### src/rtl/fsp_pkg.sv
package fsp_pkg;

    typedef enum logic [1:0] {
        SEQ_WARM = 2'd0,
        SEQ_IDLE = 2'd1,
        SEQ_RUN  = 2'd2,
        SEQ_HALT = 2'd3
    } seq_state_e;

endpackage

### src/rtl/fsp_seq.sv
// Port sequencer: warm-up after reset, idle/run control and the halt sequence.
module fsp_seq
    import fsp_pkg::*;
#(
    parameter int READY_LAT      = 104,
    parameter int DCLK_STOP_LAT  = 7,
    parameter int FSYNC_STOP_LAT = 11
) (
    input  logic clk_i,
    input  logic rst_ni,
    input  logic start_i,
    output logic launch_o,
    output logic advance_o,
    output logic dclk_en_o,
    output logic out_en_o,
    output logic warm_fs_o
);

    localparam int MAXC  = (READY_LAT > FSYNC_STOP_LAT) ? READY_LAT : FSYNC_STOP_LAT;
    localparam int CNT_W = $clog2(MAXC + 1);

    typedef struct packed {
        seq_state_e       st;
        logic [CNT_W-1:0] cnt;
        logic             dclk_en;
        logic             out_en;
        logic             warm_fs;
    } seq_regs_t;

    seq_regs_t        seq_d, seq_q;
    logic [CNT_W-1:0] cnt_inc;

    always_comb begin
        seq_d    = seq_q;
        launch_o = 1'b0;
        cnt_inc  = seq_q.cnt + 1'b1;
        unique case (seq_q.st)
            SEQ_WARM: begin
                seq_d.cnt = cnt_inc;
                if (cnt_inc == CNT_W'(READY_LAT)) begin
                    seq_d.st      = SEQ_IDLE;
                    seq_d.warm_fs = 1'b0;
                    seq_d.cnt     = '0;
                end else begin
                    seq_d.warm_fs = 1'b1;
                end
            end
            SEQ_IDLE: begin
                if (start_i) begin
                    launch_o      = 1'b1;
                    seq_d.st      = SEQ_RUN;
                    seq_d.dclk_en = 1'b1;
                    seq_d.out_en  = 1'b1;
                end
            end
            SEQ_RUN: begin
                if (!start_i) begin
                    seq_d.st  = SEQ_HALT;
                    seq_d.cnt = CNT_W'(1);
                end
            end
            SEQ_HALT: begin
                seq_d.cnt = cnt_inc;
                if (cnt_inc >= CNT_W'(DCLK_STOP_LAT)) begin
                    seq_d.dclk_en = 1'b0;
                end
                if (cnt_inc >= CNT_W'(FSYNC_STOP_LAT)) begin
                    seq_d.st      = SEQ_IDLE;
                    seq_d.out_en  = 1'b0;
                    seq_d.dclk_en = 1'b0;
                    seq_d.cnt     = '0;
                end
            end
        endcase
    end

    always_ff @(posedge clk_i or negedge rst_ni) begin
        if (!rst_ni) begin
            seq_q <= '{st: SEQ_WARM, cnt: '0, dclk_en: 1'b0, out_en: 1'b0, warm_fs: 1'b0};
        end else begin
            seq_q <= seq_d;
        end
    end

    assign advance_o = (seq_q.st == SEQ_RUN) || (seq_q.st == SEQ_HALT);
    assign dclk_en_o = seq_q.dclk_en;
    assign out_en_o  = seq_q.out_en;
    assign warm_fs_o = seq_q.warm_fs;

endmodule

### src/rtl/fsp_clkgen.sv
// Bit-clock generator: half-period phase counter and clock level.
module fsp_clkgen #(
    parameter int SEL_W = 2
) (
    input  logic             clk_i,
    input  logic             rst_ni,
    input  logic             launch_i,
    input  logic             advance_i,
    input  logic [SEL_W-1:0] div_sel_i,
    output logic             level_o,
    output logic             fall_o
);

    localparam int PH_W = (1 << SEL_W) - 1;

    typedef struct packed {
        logic [PH_W-1:0] ph;
        logic            lvl;
    } clk_regs_t;

    clk_regs_t       clk_d, clk_q;
    logic [PH_W-1:0] ph_last;
    logic            half_end;

    always_comb begin
        clk_d    = clk_q;
        ph_last  = PH_W'((1 << div_sel_i) - 1);
        half_end = (clk_q.ph == ph_last);
        fall_o   = advance_i && half_end && clk_q.lvl;
        if (launch_i) begin
            clk_d.ph  = '0;
            clk_d.lvl = 1'b0;
        end else if (advance_i) begin
            if (half_end) begin
                clk_d.ph  = '0;
                clk_d.lvl = !clk_q.lvl;
            end else begin
                clk_d.ph = clk_q.ph + 1'b1;
            end
        end
    end

    always_ff @(posedge clk_i or negedge rst_ni) begin
        if (!rst_ni) begin
            clk_q <= '0;
        end else begin
            clk_q <= clk_d;
        end
    end

    assign level_o = clk_q.lvl;

endmodule

### src/rtl/fsp_framer.sv
// Frame timing: bit counter, frame strobe and per-frame configuration latch.
module fsp_framer #(
    parameter int SEL_W  = 2,
    parameter int HALF_W = 6
) (
    input  logic              clk_i,
    input  logic              rst_ni,
    input  logic              launch_i,
    input  logic              fall_i,
    input  logic [SEL_W-1:0]  cfg_div_i,
    input  logic [HALF_W-1:0] cfg_half_i,
    output logic [SEL_W-1:0]  div_sel_o,
    output logic              fsync_o,
    output logic              wrap_o
);

    localparam int BIT_W = HALF_W + 1;

    typedef struct packed {
        logic [BIT_W-1:0]  bitn;
        logic [HALF_W-1:0] half;
        logic [SEL_W-1:0]  sel;
        logic              fs;
    } frm_regs_t;

    frm_regs_t        frm_d, frm_q;
    logic [BIT_W-1:0] frame_last;
    logic [BIT_W-1:0] bit_inc;

    always_comb begin
        frm_d      = frm_q;
        frame_last = {frm_q.half, 1'b0} - 1'b1;
        bit_inc    = frm_q.bitn + 1'b1;
        wrap_o     = fall_i && (frm_q.bitn == frame_last);
        if (launch_i || wrap_o) begin
            frm_d.bitn = '0;
            frm_d.half = cfg_half_i;
            frm_d.sel  = cfg_div_i;
            frm_d.fs   = 1'b1;
        end else if (fall_i) begin
            frm_d.bitn = bit_inc;
            frm_d.fs   = (bit_inc < {1'b0, frm_q.half});
        end
    end

    always_ff @(posedge clk_i or negedge rst_ni) begin
        if (!rst_ni) begin
            frm_q <= '0;
        end else begin
            frm_q <= frm_d;
        end
    end

    assign div_sel_o = frm_q.sel;
    assign fsync_o   = frm_q.fs;

endmodule

### src/rtl/fsp_shifter.sv
// Sample holding register and MSB-first output shifter with zero fill.
module fsp_shifter #(
    parameter int WORD_W = 24
) (
    input  logic              clk_i,
    input  logic              rst_ni,
    input  logic [WORD_W-1:0] sample_i,
    input  logic              valid_i,
    input  logic              load_i,
    input  logic              shift_i,
    output logic              dout_o
);

    typedef struct packed {
        logic [WORD_W-1:0] pend;
        logic [WORD_W-1:0] sr;
        logic              dout;
    } sh_regs_t;

    sh_regs_t sh_d, sh_q;

    always_comb begin
        sh_d = sh_q;
        if (valid_i) begin
            sh_d.pend = sample_i;
        end
        if (load_i) begin
            sh_d.sr   = sh_q.pend;
            sh_d.dout = sh_q.pend[WORD_W-1];
        end else if (shift_i) begin
            sh_d.sr   = sh_q.sr << 1;
            sh_d.dout = sh_q.sr[WORD_W-2];
        end
    end

    always_ff @(posedge clk_i or negedge rst_ni) begin
        if (!rst_ni) begin
            sh_q <= '0;
        end else begin
            sh_q <= sh_d;
        end
    end

    assign dout_o = sh_q.dout;

endmodule

### src/rtl/fsync_port.sv
// Frame-synchronised serial sample port: top level.
module fsync_port #(
    parameter int WORD_W         = 24,
    parameter int SEL_W          = 2,
    parameter int HALF_W         = 6,
    parameter int READY_LAT      = 104,
    parameter int DCLK_STOP_LAT  = 7,
    parameter int FSYNC_STOP_LAT = 11
) (
    input  logic              clk_i,
    input  logic              rst_ni,
    input  logic              start_i,
    input  logic [WORD_W-1:0] sample_i,
    input  logic              sample_valid_i,
    input  logic [SEL_W-1:0]  cfg_div_i,
    input  logic [HALF_W-1:0] cfg_half_i,
    output logic              dclk_o,
    output logic              fsync_o,
    output logic              dout_o
);

    logic             launch, advance, dclk_en, out_en, warm_fs;
    logic             level, fall, wrap, frame_fs, data_bit;
    logic [SEL_W-1:0] div_sel;
    logic             sh_load, sh_shift;

    fsp_seq #(
        .READY_LAT      (READY_LAT),
        .DCLK_STOP_LAT  (DCLK_STOP_LAT),
        .FSYNC_STOP_LAT (FSYNC_STOP_LAT)
    ) u_seq (
        .clk_i     (clk_i),
        .rst_ni    (rst_ni),
        .start_i   (start_i),
        .launch_o  (launch),
        .advance_o (advance),
        .dclk_en_o (dclk_en),
        .out_en_o  (out_en),
        .warm_fs_o (warm_fs)
    );

    fsp_clkgen #(
        .SEL_W (SEL_W)
    ) u_clkgen (
        .clk_i     (clk_i),
        .rst_ni    (rst_ni),
        .launch_i  (launch),
        .advance_i (advance),
        .div_sel_i (div_sel),
        .level_o   (level),
        .fall_o    (fall)
    );

    fsp_framer #(
        .SEL_W  (SEL_W),
        .HALF_W (HALF_W)
    ) u_framer (
        .clk_i      (clk_i),
        .rst_ni     (rst_ni),
        .launch_i   (launch),
        .fall_i     (fall),
        .cfg_div_i  (cfg_div_i),
        .cfg_half_i (cfg_half_i),
        .div_sel_o  (div_sel),
        .fsync_o    (frame_fs),
        .wrap_o     (wrap)
    );

    // Data freezes once the bit clock is gated off during a halt.
    assign sh_load  = launch || (wrap && dclk_en);
    assign sh_shift = fall && dclk_en;

    fsp_shifter #(
        .WORD_W (WORD_W)
    ) u_shifter (
        .clk_i    (clk_i),
        .rst_ni   (rst_ni),
        .sample_i (sample_i),
        .valid_i  (sample_valid_i),
        .load_i   (sh_load),
        .shift_i  (sh_shift),
        .dout_o   (data_bit)
    );

    assign dclk_o  = level && dclk_en;
    assign fsync_o = (frame_fs && out_en) || warm_fs;
    assign dout_o  = data_bit && out_en;

endmodule

### config.mk
export PLATFORM = sky130hd
export DESIGN_NAME = fsync_port
export DESIGN_NICKNAME = d
export VERILOG_FILES = /design/src/rtl/fsp_pkg.sv /design/src/rtl/fsp_seq.sv /design/src/rtl/fsp_clkgen.sv /design/src/rtl/fsp_framer.sv /design/src/rtl/fsp_shifter.sv /design/src/rtl/fsync_port.sv
export SDC_FILE = /design/constraint.sdc
export NUM_CORES = 1
export LEC_CHECK = 0
export ABC_AREA = 1
export BUFFER_PORTS_ARGS = -buffer_cell sky130_fd_sc_hd__buf_2
export CAP_MARGIN = 30
export CORE_UTILIZATION = 40
export CTS_CLUSTER_DIAMETER = 60
export DETAILED_ROUTE_END_ITERATION = 16
export GPL_TIMING_DRIVEN = 0
export MAX_ROUTING_LAYER = met4
export PLACE_DENSITY = 0.61
export SLEW_MARGIN = 20
export SYNTH_ARGS = -nofsm -noshare
export SYNTH_HDL_FRONTEND = slang
export SYNTH_SLANG_ARGS = --single-unit
### constraint.sdc
create_clock -name clk_i -period 1.8 [get_ports clk_i]
set_input_delay 0.18 -clock clk_i [delete_from_list [all_inputs] [get_ports clk_i]]
set_output_delay 0.18 -clock clk_i [all_outputs]
set_load 0.02 [all_outputs]
==> flow_summary_export.csv <==
group,metric,value,unit
critical_path,worst-endpoint-required,2.05,ns
clock_network,cts_num_sinks,80,
timing,timing_hold_violations_final,0,
timing,timing.final.setup_violations,15,
global_route,globalRouteMet2Util,29.9,%
cells_and_area,drive_gt1_share,40.8,%
synthesis,postSynthAreaPerCell,8.88,µm²
clock_network,clk-insertion-delay-late,0.37,ns
timing,final.setup.worst_slack,-0.0202,ns
synthesis,synth_seq_cells,80,
status,violated_checks,"negative setup slack",
synthesis,async_flop_share,100,%
floorplan,initial_core_utilization,41.0,%
synthesis,synth_compound_gate_area_share,3.52,%
clock_network,max_h_tree_level,3,
cells_and_area,mostFrequentLayoutCells,"100 x nand2_1, 75 x dfrtp_1, 42 x nand2_2",
timing,rsz0062_at_grt,"yes",
drt,route.vias.total,3600,
cells_and_area,fillerInstances,1018,
timing,tcrit_tclk_final,101,%
placement,gp_routability_congestion,0.836,
synthesis,synth_top_cells_by_area,"dfrtp_1 45%, nand2_1 10%, mux2_2 6.1%",
floorplan,io_pins,39,
synthesis,synthDistinctLibCells,32,
drt,drt_pre_antenna_iters,4,
cells_and_area,nNetsFinal,622,
cells_and_area,design_area,0.00560,mm²
hold_path,hp-class,"in2reg",
cells_and_area,antenna_cells,0,
synthesis,syn-instance-count,500,
placement,pre_cts_ws,-0.229,ns
floorplan,core.rowCount,38,
critical_path,crit_fanout,10,
clock_network,cts_tree,"done",
global_route,global_route_wire_length_before_repair,15.9,mm
synthesis,post_synth_and_or_nand_nor_area_fraction,33.2,%
critical_path,critical_path.endpoint_type,"flop",
clock_network,cts.root.buffer_cell,"clkbuf_8",
synthesis,netlist.top_cell.by_area,"dfrtp_1",
placement,dp.final_hpwl,6.58,mm
timing,slew_headroom,64.1,%
synthesis,synth_fa_ha_area_share,4.23,%
placement,placed_cell_area,0.00483,mm²
floorplan,fp.dieArea,0.0115,mm²
timing,worst_clock_skew,0.0119,ns
status,run_status,"finished, violations left",
critical_path,critical_path.startpoint_type,"flop",
drt,routedWlPerCell,13.4,µm
global_route,first_global_vias,3470,
synthesis,synthMuxAreaShare,6.09,%
critical_path,worst-r2r-setup-slack,-0.02,ns
timing,layout_min_cycle_time,1.82,ns
timing,max_freq,549,MHz
synthesis,synth_top_area_share,45.1,%
synthesis,number_of_flops_mapped_to_enable_cells_by_yosys,0,
synthesis,combinational_family_with_the_most_area_after_synthesis,"simple AND/OR/NAND/NOR gates",
cells_and_area,multi_input_comb_area,0.00251,mm²
drt,detail_route.drc_violations,0,
clock_network,clk_pin_slew,0.09,ns
clock_network,tritoncts.num_buffers,9,
global_route,grt_max_degree,57,
clock_network,number_of_buffers_on_the_longest_clock_path,2,
synthesis,seq_area_frac_synth,45.1,%
global_route,gr_util_met3,3.93,%
drt,drtAntennaViolNets,0,
drt,drt-initial-drc-count,119,
floorplan,chipHeight,107,µm
power_and_ir_drop,static-leakage-power,2.72,nW
timing,worst_pin_slew,0.539,ns
synthesis,ys_warn_count,0,
critical_path,worstPathArrival,2.07,ns
global_route,grt.busiest_layer,"met2",
power_and_ir_drop,vdd.ir_drop.worst,0.721,mV
cells_and_area,layout.cells.most_common,"nand2_1",
synthesis,synth_nets,551,
cells_and_area,areaGrowthSynthToFinish,26.2,%
synthesis,synth_area,0.00444,mm²
cells_and_area,regArea,0.00201,mm²
power_and_ir_drop,power.total,0.00797,W
floorplan,floorplan.die.width,107,µm
global_route,grt_antenna_before_repair,0,
drt,detail_route.wirelength,9.59,mm
global_route,groute.usage.overall,18.0,%
drt,viasPerCell,5.03,
synthesis,synth_ff_type,"dfrtp_1",
synthesis,synth-xor-area-share,1.78,%
critical_path,critPathKind,"reg2reg",
global_route,grt_overflow,0,
power_and_ir_drop,power_per_cell_area,1420,mW/mm²
global_route,grt_util_met1,22.1,%
run,max_cap_violations,0,
floorplan,core_area,0.0108,mm²
placement,port-buffer-count,37,
timing,final-max-slew-violation-count,0,
## metrics by stage
step	utilization, %	setup TNS [ns]	hold slack [ns]	instances
after floorplan	-	0	-0.116	500
after CTS	48.6	-0.319	0.0248	706
after detailed placement	44.6	-8.24	0.122	678
after global routing	51.7	-3.71	0.0281	716
final	51.7	-0.137	0.0379	716
after global placement	44.3	-15.32	0.412	677
## cell families (layout without fill, tap and decap cells)
| logic type | Yosys count | in the layout |
|---|---|---|
| compound gates | 29 | 29 |
| xor+xnor | 9 | 9 |
| fa+ha+maj | 15 | 15 |
| buf+inv | 60 | 136 |
| flops | 80 | 80 |
| mux | 24 | 24 |
| simple gates | 283 | 283 |
## state kept, by name (all words and copies together) (netlist names)
register            count
u_seq.dclk_en_o         1
u_shifter.sh_q         47
u_seq.seq_q             9
u_seq.out_en_o          1
u_framer.div_sel_o      2
u_clkgen.level_o        1
u_seq.warm_fs_o         1
u_framer.fsync_o        1
u_framer.frm_q         13
u_shifter.dout_o        1
u_clkgen.clk_q          3
## what timing repair did
item	in CTS	in global routing
resized for setup	36	69
gates cloned	0	1
hold endpoints to repair	24	0
buffers inserted	11	9
pin swaps	11	32
endpoints found under the setup margin	53	53
hold buffers	1	0
## worst max-delay path, cell delays in order (launching register included)
cell	delay, ns
dfrtp_1	0.38
inv_2	0.06
ha_4	0.26
xor2_1	0.14
nand2_1	0.10
nor2_4	0.15
nand4_4	0.21
buf_6	0.22
nand4_1	0.10
nand3_2	0.08
## report_power, final
part           switching, W  internal (W)  total (W)  leakage, nW
clock network      0.000746      0.000578    0.00132        0.102
logic               0.00221       0.00162    0.00383         1.64
registers          0.000456       0.00236    0.00282        0.982
total               0.00341       0.00456    0.00797         2.72
## cell type report
type	instances	area share [%]
Timing Repair Buffer	60	7.44
Inverter	44	2.95
Sequential cell	80	35.8
Clock inverter	6	1.03
Clock buffer	10	2.46
Buffer	16	2.39
Tap cell	140	3.13
Multi-Input combinational cell	360	44.8
## routing by layer
| metal | part of all wire [%] | vias to the layer above |
|---|---|---|
| met5 | 0 | - |
| met4 | 1.2 | 0 |
| met3 | 4.0 | 11 |
| met2 | 50 | 68 |
| met1 | 45 | 1719 |
| li1 | - | 1802 |
## path summary, 6_finish.rpt
check	from	to	cells past startpoint
worst max register to register	u_framer.frm_q[4]	u_shifter.sh_q[8]	9
min in group asynchronous	rst_ni	u_seq.warm_fs_o	2
worst min register to register	u_shifter.sh_q[30]	u_shifter.sh_q[6]	2
worst min-delay path	sample_i[19]	u_shifter.sh_q[44]	2
max in group asynchronous	rst_ni	u_framer.frm_q[11]	3
worst max-delay path	u_framer.frm_q[4]	u_shifter.sh_q[8]	9
## synthesized netlist by cell type, types with 2 or more instances
| master | count |
|---|---|
| o22ai_1 | 5 |
| o21ai_0 | 15 |
| nor2_4 | 2 |
| xor2_1 | 8 |
| nand2_1 | 124 |
| nand3b_1 | 2 |
| buf_12 | 2 |
| nand3_1 | 45 |
| clkbuf_1 | 6 |
| o21bai_1 | 2 |
| inv_1 | 41 |
| mux2_2 | 24 |
| ha_1 | 15 |
| inv_2 | 3 |
| dfrtp_1 | 80 |
| nand4_1 | 26 |
| buf_2 | 6 |
| nand3_2 | 21 |
| buf_4 | 2 |
| nor2_1 | 30 |
| a21oi_1 | 6 |
| nand2_4 | 2 |
| nand2_2 | 24 |
No activity file was read; power rests on OpenSTA's default activity.
